`src/rtl/sdram_mon_pkg.sv`:
```
package sdram_mon_pkg;

  typedef enum logic [2:0] {
    CMD_NOP, CMD_MODE, CMD_REFR, CMD_ACT, CMD_READ, CMD_WRITE, CMD_PRE, CMD_STOP
  } cmd_e;

  typedef enum logic [3:0] {
    VIOL_NONE       = 4'd0,
    VIOL_MODE_GAP   = 4'd1,
    VIOL_NOT_IDLE   = 4'd2,
    VIOL_COL_BUSY   = 4'd3,
    VIOL_COL_CLOSED = 4'd4,
    VIOL_ACT_OPEN   = 4'd5,
    VIOL_RCD        = 4'd6,
    VIOL_RP         = 4'd7,
    VIOL_RRD        = 4'd8,
    VIOL_RAS        = 4'd9,
    VIOL_WREC       = 4'd10
  } viol_e;

  typedef enum logic [1:0] {BK_IDLE, BK_OPEN, BK_AUTOCLOSE} bank_st_e;

  typedef struct packed {
    bank_st_e st;
    logic     rcd_busy;
    logic     rp_busy;
    logic     ras_busy;
    logic     wr_busy;
    logic     col_busy;
  } bank_view_t;

  function automatic int unsigned gmax(input int unsigned a, input int unsigned b);
    return (a > b) ? a : b;
  endfunction

endpackage

```
`src/rtl/sdram_cmd_decode.sv`:
```
module sdram_cmd_decode
  import sdram_mon_pkg::*;
(
  input  logic live,
  input  logic cs_n,
  input  logic ras_n,
  input  logic cas_n,
  input  logic we_n,
  output cmd_e cmd
);
  // pin pattern to command, gated by clock enable history and select
  always_comb begin
    cmd = CMD_NOP;
    if (live && !cs_n) begin
      case ({ras_n, cas_n, we_n})
        3'b000:  cmd = CMD_MODE;
        3'b001:  cmd = CMD_REFR;
        3'b011:  cmd = CMD_ACT;
        3'b101:  cmd = CMD_READ;
        3'b100:  cmd = CMD_WRITE;
        3'b010:  cmd = CMD_PRE;
        3'b110:  cmd = CMD_STOP;
        default: cmd = CMD_NOP;
      endcase
    end
  end
endmodule

```
`src/rtl/sdram_bank_track.sv`:
```
module sdram_bank_track
  import sdram_mon_pkg::*;
#(
  parameter int unsigned T_RCD     = 3,
  parameter int unsigned T_RP      = 3,
  parameter int unsigned T_RAS     = 6,
  parameter int unsigned T_WR      = 2,
  parameter int unsigned BURST_LEN = 4,
  parameter int unsigned CW        = 4
) (
  input  logic       clk,
  input  logic       rst_n,
  input  cmd_e       cmd,
  input  logic       hit,
  input  logic       a10,
  output bank_view_t view
);
  localparam logic [CW-1:0] LD_RCD = CW'(T_RCD - 1);
  localparam logic [CW-1:0] LD_RP  = CW'(T_RP - 1);
  localparam logic [CW-1:0] LD_RAS = CW'(T_RAS - 1);
  localparam logic [CW-1:0] LD_WR  = CW'(BURST_LEN + T_WR - 2);
  localparam logic [CW-1:0] LD_AP  = CW'(BURST_LEN - 1);

  bank_st_e st_q, st_d;
  logic [CW-1:0] rcd_q, rcd_d, rp_q, rp_d, ras_q, ras_d, wr_q, wr_d, ap_q, ap_d;

  function automatic logic [CW-1:0] down(input logic [CW-1:0] v);
    return (v == '0) ? v : v - CW'(1);
  endfunction

  always_comb begin
    st_d  = st_q;
    rcd_d = down(rcd_q);
    rp_d  = down(rp_q);
    ras_d = down(ras_q);
    wr_d  = down(wr_q);
    ap_d  = down(ap_q);
    // auto-closing burst ends, bank closes, row precharge time starts
    if (st_q == BK_AUTOCLOSE && ap_q == '0) begin
      st_d = BK_IDLE;
      rp_d = LD_RP;
    end
    case (cmd)
      CMD_ACT: if (hit) begin
        st_d  = BK_OPEN;
        rcd_d = LD_RCD;
        ras_d = LD_RAS;
      end
      CMD_PRE: if ((hit || a10) && st_q == BK_OPEN) begin
        st_d = BK_IDLE;
        rp_d = LD_RP;
      end
      CMD_READ, CMD_WRITE: if (hit) begin
        if (cmd == CMD_WRITE) wr_d = LD_WR;
        if (a10 && st_q == BK_OPEN) begin
          st_d = BK_AUTOCLOSE;
          ap_d = LD_AP;
        end
      end
      default: ;
    endcase
  end

  always_ff @(posedge clk or negedge rst_n) begin
    if (!rst_n) begin
      st_q  <= BK_IDLE;
      rcd_q <= '0;
      rp_q  <= '0;
      ras_q <= '0;
      wr_q  <= '0;
      ap_q  <= '0;
    end else begin
      st_q  <= st_d;
      rcd_q <= rcd_d;
      rp_q  <= rp_d;
      ras_q <= ras_d;
      wr_q  <= wr_d;
      ap_q  <= ap_d;
    end
  end

  assign view.st       = st_q;
  assign view.rcd_busy = (rcd_q != '0);
  assign view.rp_busy  = (rp_q != '0);
  assign view.ras_busy = (ras_q != '0);
  assign view.wr_busy  = (wr_q != '0);
  assign view.col_busy = (st_q == BK_AUTOCLOSE) && (ap_q != '0);


  pre_all_closes_chk: assert property (@(posedge clk) disable iff (!rst_n)
    (cmd == CMD_PRE && a10 && st_q == BK_OPEN) |=> (st_q == BK_IDLE));


  autoclose_ends_chk: assert property (@(posedge clk) disable iff (!rst_n)
    (st_q == BK_AUTOCLOSE && ap_q == '0 && !(cmd == CMD_ACT && hit)) |=> (st_q == BK_IDLE));


  act_opens_chk: assert property (@(posedge clk) disable iff (!rst_n)
    (cmd == CMD_ACT && hit) |=> (st_q == BK_OPEN));
endmodule

```
`src/rtl/sdram_rule_check.sv`:
```
module sdram_rule_check
  import sdram_mon_pkg::*;
#(
  parameter int unsigned NB = 4,
  parameter int unsigned BW = 2
) (
  input  cmd_e                  cmd,
  input  logic [BW-1:0]         ba,
  input  logic                  a10,
  input  bank_view_t [NB-1:0]   views,
  input  logic                  mode_busy,
  input  logic                  rrd_busy,
  input  logic [BW-1:0]         rrd_bank,
  output viol_e                 code,
  output logic [BW-1:0]         bank
);
  logic          any_col_busy;
  logic          any_active;
  logic [BW-1:0] first_active;

  always_comb begin
    any_col_busy = 1'b0;
    any_active   = 1'b0;
    first_active = '0;
    for (int i = NB - 1; i >= 0; i--) begin
      if (views[i].col_busy) any_col_busy = 1'b1;
      if (views[i].st != BK_IDLE) begin
        any_active   = 1'b1;
        first_active = BW'(i);
      end
    end
  end

  // fixed priority among the rules
  always_comb begin
    code = VIOL_NONE;
    bank = ba;
    if (cmd != CMD_NOP && mode_busy) begin
      code = VIOL_MODE_GAP;
    end else begin
      case (cmd)
        CMD_MODE, CMD_REFR: if (any_active) begin
          code = VIOL_NOT_IDLE;
          bank = first_active;
        end
        CMD_ACT: begin
          if (views[ba].st != BK_IDLE)        code = VIOL_ACT_OPEN;
          else if (views[ba].rp_busy)         code = VIOL_RP;
          else if (rrd_busy && rrd_bank != ba) code = VIOL_RRD;
        end
        CMD_READ, CMD_WRITE: begin
          if (any_col_busy)                   code = VIOL_COL_BUSY;
          else if (views[ba].st != BK_OPEN)   code = VIOL_COL_CLOSED;
          else if (views[ba].rcd_busy)        code = VIOL_RCD;
        end
        CMD_PRE: begin
          for (int i = NB - 1; i >= 0; i--) begin
            if ((a10 || ba == BW'(i)) && views[i].st == BK_OPEN &&
                (views[i].ras_busy || views[i].wr_busy)) begin
              code = views[i].ras_busy ? VIOL_RAS : VIOL_WREC;
              bank = BW'(i);
            end
          end
        end
        default: ;
      endcase
    end
  end
endmodule

```
`src/rtl/sdram_cmd_monitor.sv`:
```
module sdram_cmd_monitor
  import sdram_mon_pkg::*;
#(
  parameter int unsigned BA_W      = 2,
  parameter int unsigned T_RCD     = 3,
  parameter int unsigned T_RP      = 3,
  parameter int unsigned T_RRD     = 2,
  parameter int unsigned T_RAS     = 6,
  parameter int unsigned T_WR      = 2,
  parameter int unsigned T_MRD     = 2,
  parameter int unsigned BURST_LEN = 4
) (
  input  logic            clk,
  input  logic            rst_n,
  input  logic            cke,
  input  logic            cs_n,
  input  logic            ras_n,
  input  logic            cas_n,
  input  logic            we_n,
  input  logic [BA_W-1:0] ba,
  input  logic            a10,
  output logic            err_pulse,
  output logic            err_valid,
  output logic [3:0]      err_code,
  output logic [BA_W-1:0] err_bank
);
  localparam int unsigned NB   = 1 << BA_W;
  localparam int unsigned MAXG = gmax(gmax(gmax(T_RCD, T_RP), gmax(T_RAS, T_MRD)),
                                      gmax(T_RRD, BURST_LEN + T_WR));
  localparam int unsigned CW   = $clog2(MAXG + 1);
  localparam logic [CW-1:0] LD_MRD = CW'(T_MRD - 1);
  localparam logic [CW-1:0] LD_RRD = CW'(T_RRD - 1);

  logic                cke_q, live;
  cmd_e                cmd;
  logic [CW-1:0]       mode_q, mode_d, rrd_q, rrd_d;
  logic [BA_W-1:0]     rrdb_q, rrdb_d;
  bank_view_t [NB-1:0] views;
  viol_e               chk_code;
  logic [BA_W-1:0]     chk_bank;
  logic                pulse_d, valid_d;
  logic [3:0]          code_d;
  logic [BA_W-1:0]     bank_d;

  assign live = cke & cke_q;

  sdram_cmd_decode u_decode (
    .live(live), .cs_n(cs_n), .ras_n(ras_n), .cas_n(cas_n), .we_n(we_n), .cmd(cmd)
  );

  for (genvar g = 0; g < NB; g++) begin : g_bank
    sdram_bank_track #(
      .T_RCD(T_RCD), .T_RP(T_RP), .T_RAS(T_RAS), .T_WR(T_WR),
      .BURST_LEN(BURST_LEN), .CW(CW)
    ) u_bank (
      .clk(clk), .rst_n(rst_n), .cmd(cmd), .hit(ba == BA_W'(g)), .a10(a10),
      .view(views[g])
    );
  end

  sdram_rule_check #(.NB(NB), .BW(BA_W)) u_rules (
    .cmd(cmd), .ba(ba), .a10(a10), .views(views),
    .mode_busy(mode_q != '0), .rrd_busy(rrd_q != '0), .rrd_bank(rrdb_q),
    .code(chk_code), .bank(chk_bank)
  );

  always_comb begin
    mode_d = (mode_q == '0) ? mode_q : mode_q - CW'(1);
    rrd_d  = (rrd_q == '0) ? rrd_q : rrd_q - CW'(1);
    rrdb_d = rrdb_q;
    if (cmd == CMD_MODE) mode_d = LD_MRD;
    if (cmd == CMD_ACT) begin
      rrd_d  = LD_RRD;
      rrdb_d = ba;
    end
    // pulse per violation, first one captured
    pulse_d = (chk_code != VIOL_NONE);
    valid_d = err_valid;
    code_d  = err_code;
    bank_d  = err_bank;
    if (pulse_d && !err_valid) begin
      valid_d = 1'b1;
      code_d  = chk_code;
      bank_d  = chk_bank;
    end
  end

  always_ff @(posedge clk or negedge rst_n) begin
    if (!rst_n) begin
      cke_q     <= 1'b0;
      mode_q    <= '0;
      rrd_q     <= '0;
      rrdb_q    <= '0;
      err_pulse <= 1'b0;
      err_valid <= 1'b0;
      err_code  <= '0;
      err_bank  <= '0;
    end else begin
      cke_q     <= cke;
      mode_q    <= mode_d;
      rrd_q     <= rrd_d;
      rrdb_q    <= rrdb_d;
      err_pulse <= pulse_d;
      err_valid <= valid_d;
      err_code  <= code_d;
      err_bank  <= bank_d;
    end
  end


  sticky_hold_chk: assert property (@(posedge clk) disable iff (!rst_n)
    err_valid |=> (err_valid && $stable(err_code) && $stable(err_bank)));


  pulse_sets_flag_chk: assert property (@(posedge clk) disable iff (!rst_n)
    err_pulse |-> err_valid);

  if (T_MRD > 1) begin : g_mrd_chk

    mode_gap_chk: assert property (@(posedge clk) disable iff (!rst_n)
      ($past(cmd) == CMD_MODE && cmd != CMD_NOP) |=> err_pulse);
  end
endmodule

```
`config.mk`:
```
export PLATFORM = sky130hd
export DESIGN_NAME = sdram_cmd_monitor
export DESIGN_NICKNAME = d
export VERILOG_FILES = /design/src/rtl/sdram_mon_pkg.sv /design/src/rtl/sdram_cmd_decode.sv /design/src/rtl/sdram_bank_track.sv /design/src/rtl/sdram_rule_check.sv /design/src/rtl/sdram_cmd_monitor.sv
export SDC_FILE = /design/constraint.sdc
export NUM_CORES = 1
export LEC_CHECK = 0
export BUFFER_PORTS_ARGS = -buffer_cell sky130_fd_sc_hd__buf_2
export CAP_MARGIN = 5
export CORE_AREA = 2 2 112 114
export DETAILED_ROUTE_END_ITERATION = 16
export DIE_AREA = 0 0 114 116
export SYNTH_ARGS = -nofsm -noshare
export SYNTH_HDL_FRONTEND = slang
export SYNTH_HIERARCHICAL = 1
export SYNTH_SLANG_ARGS = --single-unit
```
`constraint.sdc`:
```
create_clock -name clk -period 7.55 [get_ports clk]
set_input_delay 1.8875 -clock clk [delete_from_list [all_inputs] [get_ports clk]]
set_output_delay 1.8875 -clock clk [all_outputs]
set_load 0.01 [all_outputs]
```
# Word level (Yosys, flattened, before mapping)
# Cells that the tools add are included.
[word_totals]
wordCells = 312
in_bits = 10
regBits = 85
[op_classes]
eq_ne = 27
magnitude_cmp = 1
add_sub_neg = 22
n_bitwise = 1
n_reduce_logical = 89
mux = 140
[ops]
columns = ["op", "count"]
rows = [
  ["2-to-1 mux 3 bit", 78],
  ["2-to-1 mux 2 bit", 35],
  ["zero test 3 bit", 23],
  ["nonzero test 3 bit", 23],
  ["subtractor 3 x 1 -> 3 bit (second input constant)", 22],
  ["2-to-1 mux 4 bit", 10],
  ["logical AND 1 bit", 24],
  ["one-hot mux 2 bit (3 select lines)", 4],
  ["one-hot mux 3 bit (7 select lines)", 1],
  ["== test 3 bit (second input constant)", 6],
  ["one-hot mux 4 bit (4 select lines)", 1],
  ["binary-select mux 7 bit (select 2 bit)", 1],
  ["== test 2 bit (second input constant)", 6],
  ["== test 3 x 2 -> 1 bit (second input constant)", 4],
  ["== test 2 x 1 -> 1 bit (second input constant)", 5],
  ["nonzero test 2 bit", 5],
  ["logical OR 1 bit", 8],
  ["2-to-1 mux 1 bit", 8],
  ["2-to-1 mux 7 bit", 1],
  ["== test 3 x 1 -> 1 bit (second input constant)", 2],
  ["inequality test 2 x 1 -> 1 bit (second input constant)", 3],
  ["one-hot mux 2 bit (2 select lines)", 1],
  ["nonzero test 4 bit", 1],
  ["OR reduction 2 bit", 2],
  ["5 further kinds", 6],
]

# Longest topological paths before layout
# Gate-level depths: netlist (run 1).
[logic_depth]
depth_word = 12
ltp_mapped = 13
ltp_nobuf = 12

# Cells and area by module
# The synthesis (run 1) kept the hierarchy.
[by_module_without_submodules]
columns = ["mod", "area_each_um2", "n_inst", "seq_area_each_um2", "cells_per_inst"]
rows = [
  ["sdram_bank_track at g_bank[0].u_bank ...", 959.7, 3, 425.4, 97],
  ["sdram_bank_track at g_bank[2].u_bank", 960.9, 1, 425.4, 96],
  ["sdram_cmd_monitor", 765.7, 1, 425.4, 71],
  ["sdram_rule_check", 686.9, 1, 0.0, 101],
  ["sdram_cmd_decode", 53.8, 1, 0.0, 9],
]

# Worst setup path before layout (run 1)
# Ideal clock, no wire load.
[synth_path]
kind = "input port to flip-flop"
from = "in cke"
to = "reg err_bank[0]"
arrival_ps = 4558
required_ps = 7425
stages = 12
setup_time_ps = 125
path_slack_ps = 2867
n_path_buf = 2
path_cell_list = "and2_1 nand2b_1 a21oi_1 buf_2 xnor2_1 nor2_1 a221oi_2 a31oi_1 nor4_2 or2_1 buf_6 mux2_4"
[synth_between]
elab_chain_cells = 9
word_cells_on_any_way = 19
cone_classes = "6 x eq/ne; 5 x mux; 1 x bitwise; 7 x reduce/logical"
[synth_lines]
columns = ["item", "line_no", "rtl"]
rows = [
  ["start, declared", "sdram_cmd_monitor.sv:15", "input logic cke,"],
  ["AND 1 bit (*)", "sdram_cmd_monitor.sv:45", "assign live = cke & cke_q;"],
  ["logical AND 1 bit (*)", "sdram_cmd_decode.sv:14", "if (live && !cs_n) begin"],
  ["2-to-1 mux 3 bit (*)", "sdram_cmd_decode.sv:14", ""],
  ["named net cmd[1]", "sdram_cmd_monitor.sv:35", "cmd_e cmd;"],
  ["== test 3 bit, or another cell as far along", "sdram_rule_check.sv:41", "case (cmd)"],
  ["OR reduction 2 bit", "sdram_rule_check.sv:41", ""],
  ["one-hot mux 4 bit (4 select lines)", "sdram_rule_check.sv:41", ""],
  ["2-to-1 mux 4 bit (*)", "sdram_rule_check.sv:38", "if (cmd != CMD_NOP && mode_busy) begin"],
  ["named net chk_code[1]", "sdram_cmd_monitor.sv:39", "viol_e chk_code;"],
  ["nonzero test 4 bit (*)", "sdram_cmd_monitor.sv:77", "pulse_d = (chk_code != VIOL_NONE);"],
  ["logical AND 1 bit (*)", "sdram_cmd_monitor.sv:81", "if (pulse_d && !err_valid) begin"],
  ["end signal, assigned", "sdram_cmd_monitor.sv:106", "err_bank <= bank_d;"],
  ["end, declared", "sdram_cmd_monitor.sv:25", "output logic [BA_W-1:0] err_bank"],
]
# The timed path passes the listed nets; every way through them passes the cells marked *.
# A chain may end at the register's enable or synchronous reset.

# Worst setup path in the final report (run 1)
[layout_path]
from = "in we_n"
to = "reg err_bank[0]"
[layout_between]
elab_chain_cells = 9
word_cells_on_any_way = 25
cone_classes = "12 x eq/ne; 6 x mux; 7 x reduce/logical"
[layout_lines]
columns = ["item", "line_no", "rtl"]
rows = [
  ["start, declared", "sdram_cmd_monitor.sv:19", "input logic we_n,"],
  ["== test 3 bit, or another cell as far along", "sdram_cmd_decode.sv:15", "case ({ras_n, cas_n, we_n})"],
  ["one-hot mux 3 bit (7 select lines) (*)", "sdram_cmd_decode.sv:15", ""],
  ["2-to-1 mux 3 bit (*)", "sdram_cmd_decode.sv:14", ""],
  ["named net cmd[2]", "sdram_cmd_monitor.sv:35", ""],
  ["== test 3 bit, or another cell as far along", "sdram_rule_check.sv:41", ""],
  ["OR reduction 2 bit", "sdram_rule_check.sv:41", ""],
  ["one-hot mux 4 bit (4 select lines)", "sdram_rule_check.sv:41", ""],
  ["2-to-1 mux 4 bit (*)", "sdram_rule_check.sv:38", ""],
  ["named net chk_code[1]", "sdram_cmd_monitor.sv:39", ""],
  ["nonzero test 4 bit (*)", "sdram_cmd_monitor.sv:77", ""],
  ["logical AND 1 bit (*)", "sdram_cmd_monitor.sv:81", ""],
]
# Marked as above.

==> out/metrics.cfg, run 1 <==
[run_status]
status=finished clean

[worst_hold_path]
holdPathStages=1
hp-start=err_code[0]$_DFFE_PN0P_
min_path_type=flop to flop
worstHoldEndpoint=err_code[0]$_DFFE_PN0P_

[routing]
post_drt_wl_per_cell_um=14.4
drtAntennaViolNets=0
viasPerCell=5.35
dr_total_vias=3962
totalWireLength_mm=10.7
detailedRoute.firstPassIterationCount=5
remaining_drc_errors=0
first_iter_violations=216

[synth]
avgSynthCellArea_um2=9.41
synth_cells=568
ys_warn_count=6
yosysMostFrequentCell=dfrtp_1
synth_area_um2=5350
async_flop_share_pct=100
synthTopCellsByArea=dfrtp_1 (40%), ha_1 (10%), nor2_1 (5.6%)
synth_enable_flop_cells=0
yosys.area.top_type=dfrtp_1
synth_fp_nets=622
synth_seq_cells=85
synthTopCellsByCount=dfrtp_1 (85), nor2_1 (80), inv_1 (64)
synth_top_area_share_pct=39.8
synthFlopType=dfrtp_1
yosysUniqueCellTypes=62
ys_seq_area_share_pct=39.8

[cts]
htree_num_levels=3
cts.clk_slew.worst_paths_ns=0.06
cts_tree=built
clk_path_buf_depth=2
cts-buffers-inserted=9
clock_latency_ns=0.34
clock-root-buffer=clkbuf_16
cts.sinks=85
holdBufCountCts=0
cts-resized-gates=0
cts_setup_buffers=0

[setup_path]
cp-start-kind=input port
cp.required_ns=7.78
end_kind=flop
reg2reg_to=err_bank[0]$_DFFE_PN0P_
crit_type=input port to flop
r2r_cells=11
timing.rr.start=g_bank[2].u_bank/ap_q[0]$_DFF_PN0_
cp.arrival_ns=4.82
critPathMaxFanout=26
rrSetupSlack_ns=4.12

[timing]
setup_slack_ns=2.96
setup_viol=0
slew_viol_final=0
clock_skew_ns=0.00539
tightestPinTransition_ns=1.11
fin_hold_ws_ns=0.496
max_clock_freq_mhz=218
period_needed_ns=4.59
fin_tns_setup_ns=0
grt_setup_unrepaired=false
relSlewSlack_pct=25.9
period_share_pct=60.7
final-hold-violation-count=0

[die]
die_w_um=114
rows=40
initial_core_util_pct=44.9
die_h_um=116
core_area_um2=11900
ioPinCount=18
die-area_um2=13200

[placement]
place.gp.congestion=0.830
dp_cells=725
place_ws_ns=2.64
dpl.hpwl_mm=7.59
io_buffers=17

[final_layout]
drive_gt1_share_pct=9.43
nets=643
instances_no_fill=741
num_antenna_cells=0
fillers=1109
area_growth_pct=9.41
multi_input_area_um2=2920
regArea_um2=2130

[power_and_ir_drop]
power.density_nw_per_um2=353
ir_worst_vdd_v=0.000220
p_total_uw=2070
p_seq_share_pct=36.8
p_switching_uw=752
combPwrFrac_pct=43.4
p_leak_uw=0.00278
internal_power_uw=1310
switching_share_pct=36.4
clock_power_share_pct=19.8

[global_routing]
grt_use_total_pct=18.0
grt_pass1_wl_mm=18.7
antenna_found_initial=0
grt_max_degree=86
grt_overflow=0
grt_pass1_vias=4009

[flow_run]
drv_cap=0

==> flip-flops by register name, indices dropped and copies added (netlist names) <==
name and count:
cke_q 1, err_bank 2, err_code 4, err_pulse 1, err_valid 1, g_bank.u_bank/ap_q 12
g_bank.u_bank/ras_q 12, g_bank.u_bank/rcd_q 12, g_bank.u_bank/rp_q 12, g_bank.u_bank/st_q 8, g_bank.u_bank/wr_q 12, mode_q 3
rrd_q 3, rrdb_q 2
==> layer usage <==
| metal | GRT usage (%) | wire length (um) | vias to the layer above | share of wire [%] |
|---|---|---|---|---|
| li1 | - | - | 1983 | - |
| met1 | 23.2 | 4980 | 1917 | 47 |
| met2 | 30.3 | 5230 | 52 | 49 |
| met3 | 3.61 | 337 | 10 | 3.2 |
| met4 | 6.75 | 157 | 0 | 1.5 |
| met5 | 0 | 0 | - | 0 |
==> power groups by stage <==
stage | combinational (uW) | sequential [uW] | clock (uW)
after detailed placement | 901 | 769 | 0
after global placement | 846 | 760 | 0
after global routing | 1050 | 785 | 441
after CTS | 912 | 761 | 429
final | 896 | 761 | 409
after floorplan | 731 | 744 | 0
==> cell usage in the layout (no fill, tap or decap), types with 8 or more instances in the layout <==
| cell | instances |
|---|---|
| mux2i_1 | 17 |
| and4b_1 | 8 |
| dfrtp_1 | 85 |
| nand2b_1 | 35 |
| clkbuf_16 | 9 |
| ha_1 | 44 |
| xnor2_1 | 24 |
| nand3_1 | 8 |
| a211oi_1 | 9 |
| buf_2 | 16 |
| nor2b_1 | 11 |
| o21ai_0 | 22 |
| a21oi_1 | 18 |
| inv_1 | 64 |
| nor2_1 | 80 |
| a31oi_1 | 9 |
| nand2_1 | 27 |
==> cell families after synthesis <==
| kind of cell | Yosys count | share of synthesized area, % |
|---|---|---|
| AND/OR/NAND/NOR | 221 | 22.5 |
| AO/OA/AOI/OAI | 95 | 11.8 |
| flip-flops | 85 | 39.8 |
| buffers and inverters | 74 | 5.83 |
| adder cells (fa/ha/maj) | 44 | 10.3 |
| XOR/XNOR | 26 | 4.26 |
| multiplexers | 23 | 5.50 |
==> worst max-delay path by stage <==
stage | from | to | slack, ns | cells past startpoint
floorplan | cke | err_bank[0]$_DFFE_PN0P_ | 2.87 | 12
detailed placement | we_n | err_bank[0]$_DFFE_PN0P_ | 2.64 | 11
global route | we_n | err_bank[0]$_DFFE_PN0P_ | 2.62 | 11
finish | we_n | err_bank[0]$_DFFE_PN0P_ | 2.96 | 11
CTS | we_n | err_bank[0]$_DFFE_PN0P_ | 3.00 | 11
global placement | we_n | err_bank[1]$_DFFE_PN0P_ | 2.66 | 11
==> critical path: stages <==
cell,delay (ns)
buf_2,0.12
nand2b_1,0.18
a21oi_2,0.82
and3b_1,0.31
nand3b_1,0.10
a21oi_1,0.09
a221oi_2,0.17
a31oi_1,0.14
nor4_2,0.37
or2_1,0.30
mux2_4,0.32
==> per-stage QoR <==
step	util, %	instance area, um^2
2_1_floorplan	-	5350
3_3_place_gp	46.8	5580
3_5_place_dp	46.8	5580
4_1_cts	49.1	5850
5_1_grt	49.1	5850
6_report	49.1	5850
==> layout make-up <==
type,instances,share of cell area (%)
clock buffer,15,4.58
clock inverter,1,0.0856
inverter,64,4.11
multi-input combinational,409,49.8
sequential,85,36.4
tap,147,3.14
timing repair buffer,20,1.88
(Power assumes the default switching activity.)
==> run 2: changes to the inputs <==
ABC_AREA = 1   (was unset)
CORE_AREA = 2 2 115 117   (was 2 2 112 114)
DIE_AREA = 0 0 117 119   (was 0 0 114 116)
clock period = 4.6 ns   (was 7.55 ns; I/O delays follow)
==> run 2 against run 1 <==
  * Total power increased by 73%
  * Utilization decreased by 1.3 points
  * Combinational power increased by 75%
  * Sequential cell count unchanged
  * Critical path depth increased by 5
  * Global-route usage increased by 0.63 points
  * Cell count increased by 32%
  * First-iteration DRC count increased by 8.3%
  * Clock power increased by 82%
  * Largest power group unchanged
==> out/metrics.cfg, run 2 <==
[run_status]
status=finished clean

[routing]
totalWireLength_mm=11.7
dr_total_vias=4715
viasPerCell=4.83
remaining_drc_errors=0
first_iter_violations=234
post_drt_wl_per_cell_um=12.0
drtAntennaViolNets=0
detailedRoute.firstPassIterationCount=7

[synth]
yosys.area.top_type=dfrtp_1
synth_enable_flop_cells=0
synthTopCellsByArea=dfrtp_1 (38%), nand2_1 (13%), ha_1 (9.9%)
ys_warn_count=6
synth_cells=769
synth_fp_nets=823
synth_area_um2=5560
synthFlopType=dfrtp_1
yosysUniqueCellTypes=27
synth_compound_area_share_pct=7.09
avgSynthCellArea_um2=7.23
yosys.area_share.simple_pct=32.6
synth_top_area_share_pct=38.3
yosys.area_share.adder_pct=9.91
synthTopCellsByCount=nand2_1 (195), inv_1 (132), nor2_1 (119)
synth_top_family_by_area=simple AND/OR/NAND/NOR gates
yosysMostFrequentCell=nand2_1
synthXorXnorAreaFrac_pct=2.05
async_flop_share_pct=100
synthMuxAreaShare_pct=0
synth_seq_cells=85
ys_seq_area_share_pct=38.3

[cts]
cts_setup_buffers=0
cts.clk_slew.worst_paths_ns=0.06
holdBufCountCts=0
cts-buffers-inserted=9
cts_tree=built
clock-root-buffer=clkbuf_16
htree_num_levels=3
clock_latency_ns=0.36
cts-resized-gates=0
cts.sinks=85
clk_path_buf_depth=2

[power_and_ir_drop]
p_leak_uw=0.00329
power.density_nw_per_um2=580
ir_worst_vdd_v=0.000288

[die]
initial_core_util_pct=43.2
rows=42
die-area_um2=13900
die_w_um=117
die_h_um=119
ioPinCount=18
core_area_um2=12900

[setup_path]
critPathMaxFanout=12
crit_type=input port to flop
cp.required_ns=4.84
cp-start-kind=input port
end_kind=flop
cp.arrival_ns=3.25

[final_layout]
fillers=1285
final_cell_mix=nand2_1 (195), inv_1 (132), nor2_1 (118)
num_antenna_cells=0
nets=851
regArea_um2=2130
drive_gt1_share_pct=10.4
multi_input_area_um2=2880
final_common_cell=nand2_1
area_growth_pct=10.8

[timing]
slew_viol_final=0
grt_setup_unrepaired=false
period_needed_ns=3.01
setup_viol=0
final-hold-violation-count=0
period_share_pct=65.5
relSlewSlack_pct=46.2
setup_slack_ns=1.59
fin_tns_setup_ns=0
tightestPinTransition_ns=0.805
clock_skew_ns=0.0128
max_clock_freq_mhz=332

[global_routing]
grt_max_degree=60
grt_pass1_wl_mm=20.4
grt_overflow=0
grt_pass1_vias=4511
antenna_found_initial=0
grt_use_total_pct=18.7

[flow_run]
drv_cap=0

[placement]
io_buffers=17
place.gp.congestion=0.892
dpl.hpwl_mm=8.67
place_ws_ns=1.30

[worst_hold_path]
min_path_type=flop to flop

## run 2: power breakdown
part	switching, uW	leakage [uW]	internal [uW]
Sequential	182	0.00104	1080
Combinational	930	0.00211	639
Clock	295	0.000143	448
## run 2: final cells by class
class                           instances  area share, %
Sequential cell                        85           34.5
Clock buffer                           14           4.29
Timing Repair Buffer                   19           1.67
Inverter                              143           8.76
Multi-Input combinational cell        539           46.7
Clock inverter                          1          0.488
Tap cell                              176           3.58
## run 2: final timing paths
kind | start | end | slack (ns) | depth (start not counted)
max reg2reg | cke_q$_DFF_PN0_ | err_code[0]$_DFFE_PN0P_ | 2.13 | 15
min | err_code[3]$_DFFE_PN0P_ | err_code[3]$_DFFE_PN0P_ | 0.48 | 2
max | cke | err_code[0]$_DFFE_PN0P_ | 1.59 | 16
max in group asynchronous | rst_n | g_bank[3].u_bank/ras_q[1]$_DFF_PN0_ | 2.86 | 2
min reg2reg | err_code[3]$_DFFE_PN0P_ | err_code[3]$_DFFE_PN0P_ | 0.48 | 2
min in group asynchronous | rst_n | g_bank[0].u_bank/rcd_q[1]$_DFF_PN0_ | 0.87 | 1
## run 2: logic make-up (layout without fill, tap and decap cells)
| group | Yosys count | in the layout |
|---|---|---|
| simple gates | 412 | 412 |
| buf+inv | 145 | 177 |
| flops | 85 | 85 |
| compound gates | 70 | 70 |
| fa+ha+maj | 44 | 44 |
| xor+xnor | 13 | 13 |
## run 2: per-stage QoR
step	area, um^2	hold slack (ns)	instances	util [%]	power [uW]
after floorplan	5560	0.463	769	-	2520
final	6160	0.477	977	47.8	3570
after global placement	5860	0.455	962	45.5	2760
after CTS	6160	0.478	977	47.8	3620
after detailed placement	5860	0.457	962	45.5	2860
after global routing	6160	0.495	977	47.8	3970
## run 2: layer usage
| layer | vias up | share of wire, % | global-route usage (%) |
|---|---|---|---|
| met1 | 2213 | 47 | 23.8 |
| met4 | 0 | 2.3 | 7.72 |
| met2 | 58 | 48 | 30.5 |
| met3 | 19 | 2.9 | 3.92 |
| li1 | 2425 | - | - |
| met5 | - | 0 | 0 |
## run 2: critical path: stages
cell and delay (ns):
buf_2 0.08, nand2_1 0.04, inv_1 0.06, nand2_2 0.07
nor2_1 0.63, nand2_1 0.21, a21oi_1 0.22, a21oi_1 0.07
nand2_1 0.08, nor2_1 0.04, a21oi_1 0.20, nor2_2 0.07
nand2_2 0.11, nand2_4 0.08, nand2_1 0.08, nand2_1 0.05
==> run 3: changes to the inputs <==
clock period = 2.5 ns   (was 4.6 ns; I/O delays follow)
==> run 3 against run 2 <==
  * Utilization rose by 0.82 points
  * Critical endpoint unchanged
  * Combinational power rose by 90%
  * Non-clock buffer count rose by 15
  * Sequential cell count did not move
==> out/metrics.cfg, run 3 (synthesized netlist as in run 2, its figures left out) <==
[run_status]
status=finished clean

[die]
core_area_um2=12900
die_h_um=119
initial_core_util_pct=43.2
ioPinCount=18
die-area_um2=13900
die_w_um=117
rows=42

[global_routing]
antenna_found_initial=0
grtUsageMet2_pct=30.7
use_met3_pct=3.87
top_usage_layer=met2
grt_use_met1_pct=23.6
grt_pass1_wl_mm=20.2
grt_use_total_pct=18.4
grt_max_degree=36
grt_pass1_vias=4558
grt_overflow=0

[cts]
cts-resized-gates=0
cts_tree=built
cts.sinks=85
clock-root-buffer=clkbuf_16
clk_path_buf_depth=2
clock_latency_ns=0.34
htree_num_levels=3
cts_setup_buffers=0
cts.clk_slew.worst_paths_ns=0.06
holdBufCountCts=0
cts-buffers-inserted=9

[final_layout]
final_cell_mix=nand2_1 (195), inv_1 (132), nor2_1 (118)
final_common_cell=nand2_1
nets=866
area_growth_pct=12.7
drive_gt1_share_pct=12.0
stdcell_area_um2=6260
num_antenna_cells=0

[routing]
remaining_drc_errors=0
dr_total_vias=4643
post_drt_wl_per_cell_um=11.5
detailedRoute.firstPassIterationCount=5
viasPerCell=4.69
first_iter_violations=277
drtAntennaViolNets=0
totalWireLength_mm=11.4

[timing]
period_share_pct=87.9
slew_viol_final=0
tightestPinTransition_ns=0.498
relSlewSlack_pct=66.8
period_needed_ns=2.20
grt_setup_unrepaired=false
clock_skew_ns=0.00496
setup_viol=0
fin_tns_setup_ns=0
max_clock_freq_mhz=455
fin_hold_ws_ns=0.241
final-hold-violation-count=0

[setup_path]
critPathMaxFanout=7
crit_chain=inv_1 > ha_1 > inv_1 > nor2_4 > nor3_1 > nor2_1 > a21oi_1 > a21oi_1 > nand2_1 > nor2_1 > a21oi_1 > nor2_2 > nand2_2 > nand2_4 > nand2_1 > nand2_1
cp.arrival_ns=2.48
end_kind=flop
critical_path.slowest_cell=dfrtp_1
crit_type=flop to flop
cp.required_ns=2.78
critPathMaxStageDelay_ns=0.38
cp-start-kind=flop

[power_and_ir_drop]
internal_power_uw=3970
p_switching_uw=2610
power.density_nw_per_um2=1050
combPwrFrac_pct=45.4
ir_worst_vdd_v=0.000656
switching_share_pct=39.7
p_leak_uw=0.00336
clock_power_share_pct=19.4
p_seq_share_pct=35.2

[placement]
dpl.hpwl_mm=9.06
post_dp_cell_area_um2=5990
io_buffers=17
place.gp.congestion=0.883

[flow_run]
drv_cap=0

[worst_hold_path]
min_path_type=input port to async pin

[run 3: final cells by class]
type,count,area [um^2]
clock buffers,10,229
well taps,176,220
fillers,1283,6610
inverters,143,539
multi-input cells,539,2880
clock inverters,3,40.0
repair buffers,34,228
flip-flops and latches,85,2130
[run 3: worst paths after layout]
path	slack [ns]	to	depth (start not counted)	from
min in group clk	0.40	cke_q$_DFF_PN0_	1	cke
max	0.30	err_code[0]$_DFFE_PN0P_	16	g_bank[1].u_bank/ap_q[0]$_DFF_PN0_
max in group asynchronous	1.63	g_bank[0].u_bank/rcd_q[2]$_DFF_PN0_	2	rst_n
min reg2reg	0.48	err_code[3]$_DFFE_PN0P_	2	err_code[3]$_DFFE_PN0P_
max reg2reg	0.30	err_code[0]$_DFFE_PN0P_	16	g_bank[1].u_bank/ap_q[0]$_DFF_PN0_
min	0.24	g_bank[0].u_bank/wr_q[2]$_DFF_PN0_	1	rst_n
[run 3: stage by stage]
step                      cells  utilization, %  worst slack, ns  power (uW)
after floorplan             769               -           0.0973        4640
after global placement      977            46.6            0.213        5130
after detailed placement    977            46.6            0.172        5360
after CTS                   990            48.6            0.334        6680
after global routing        990            48.6           0.0422        7350
final                       990            48.6            0.303        6570
[run 3: power groups by stage]
stage               Sequential [uW]  Clock [uW]  Combinational (uW)
floorplan                      2270           0                2370
global placement               2320           0                2810
finish                         2310        1270                2980
global route                   2410        1370                3570
detailed placement             2340           0                3020
CTS                            2320        1320                3040
[run 3: routing by layer]
layer,routed length (um),vias up
li1,-,2447
met1,5250,2119
met2,5560,59
met3,368,18
met4,246,0
met5,0,-
[run 3: worst max-delay path: cells and delay by family, from the launching register on]
family                     cells  cell delay, ns
and+or+nand+nor               10            1.02
DFF                            1            0.38
AOI/OAI and AO/OA              3            0.38
adders and majority gates      1            0.18
buffers and inverters          2            0.17
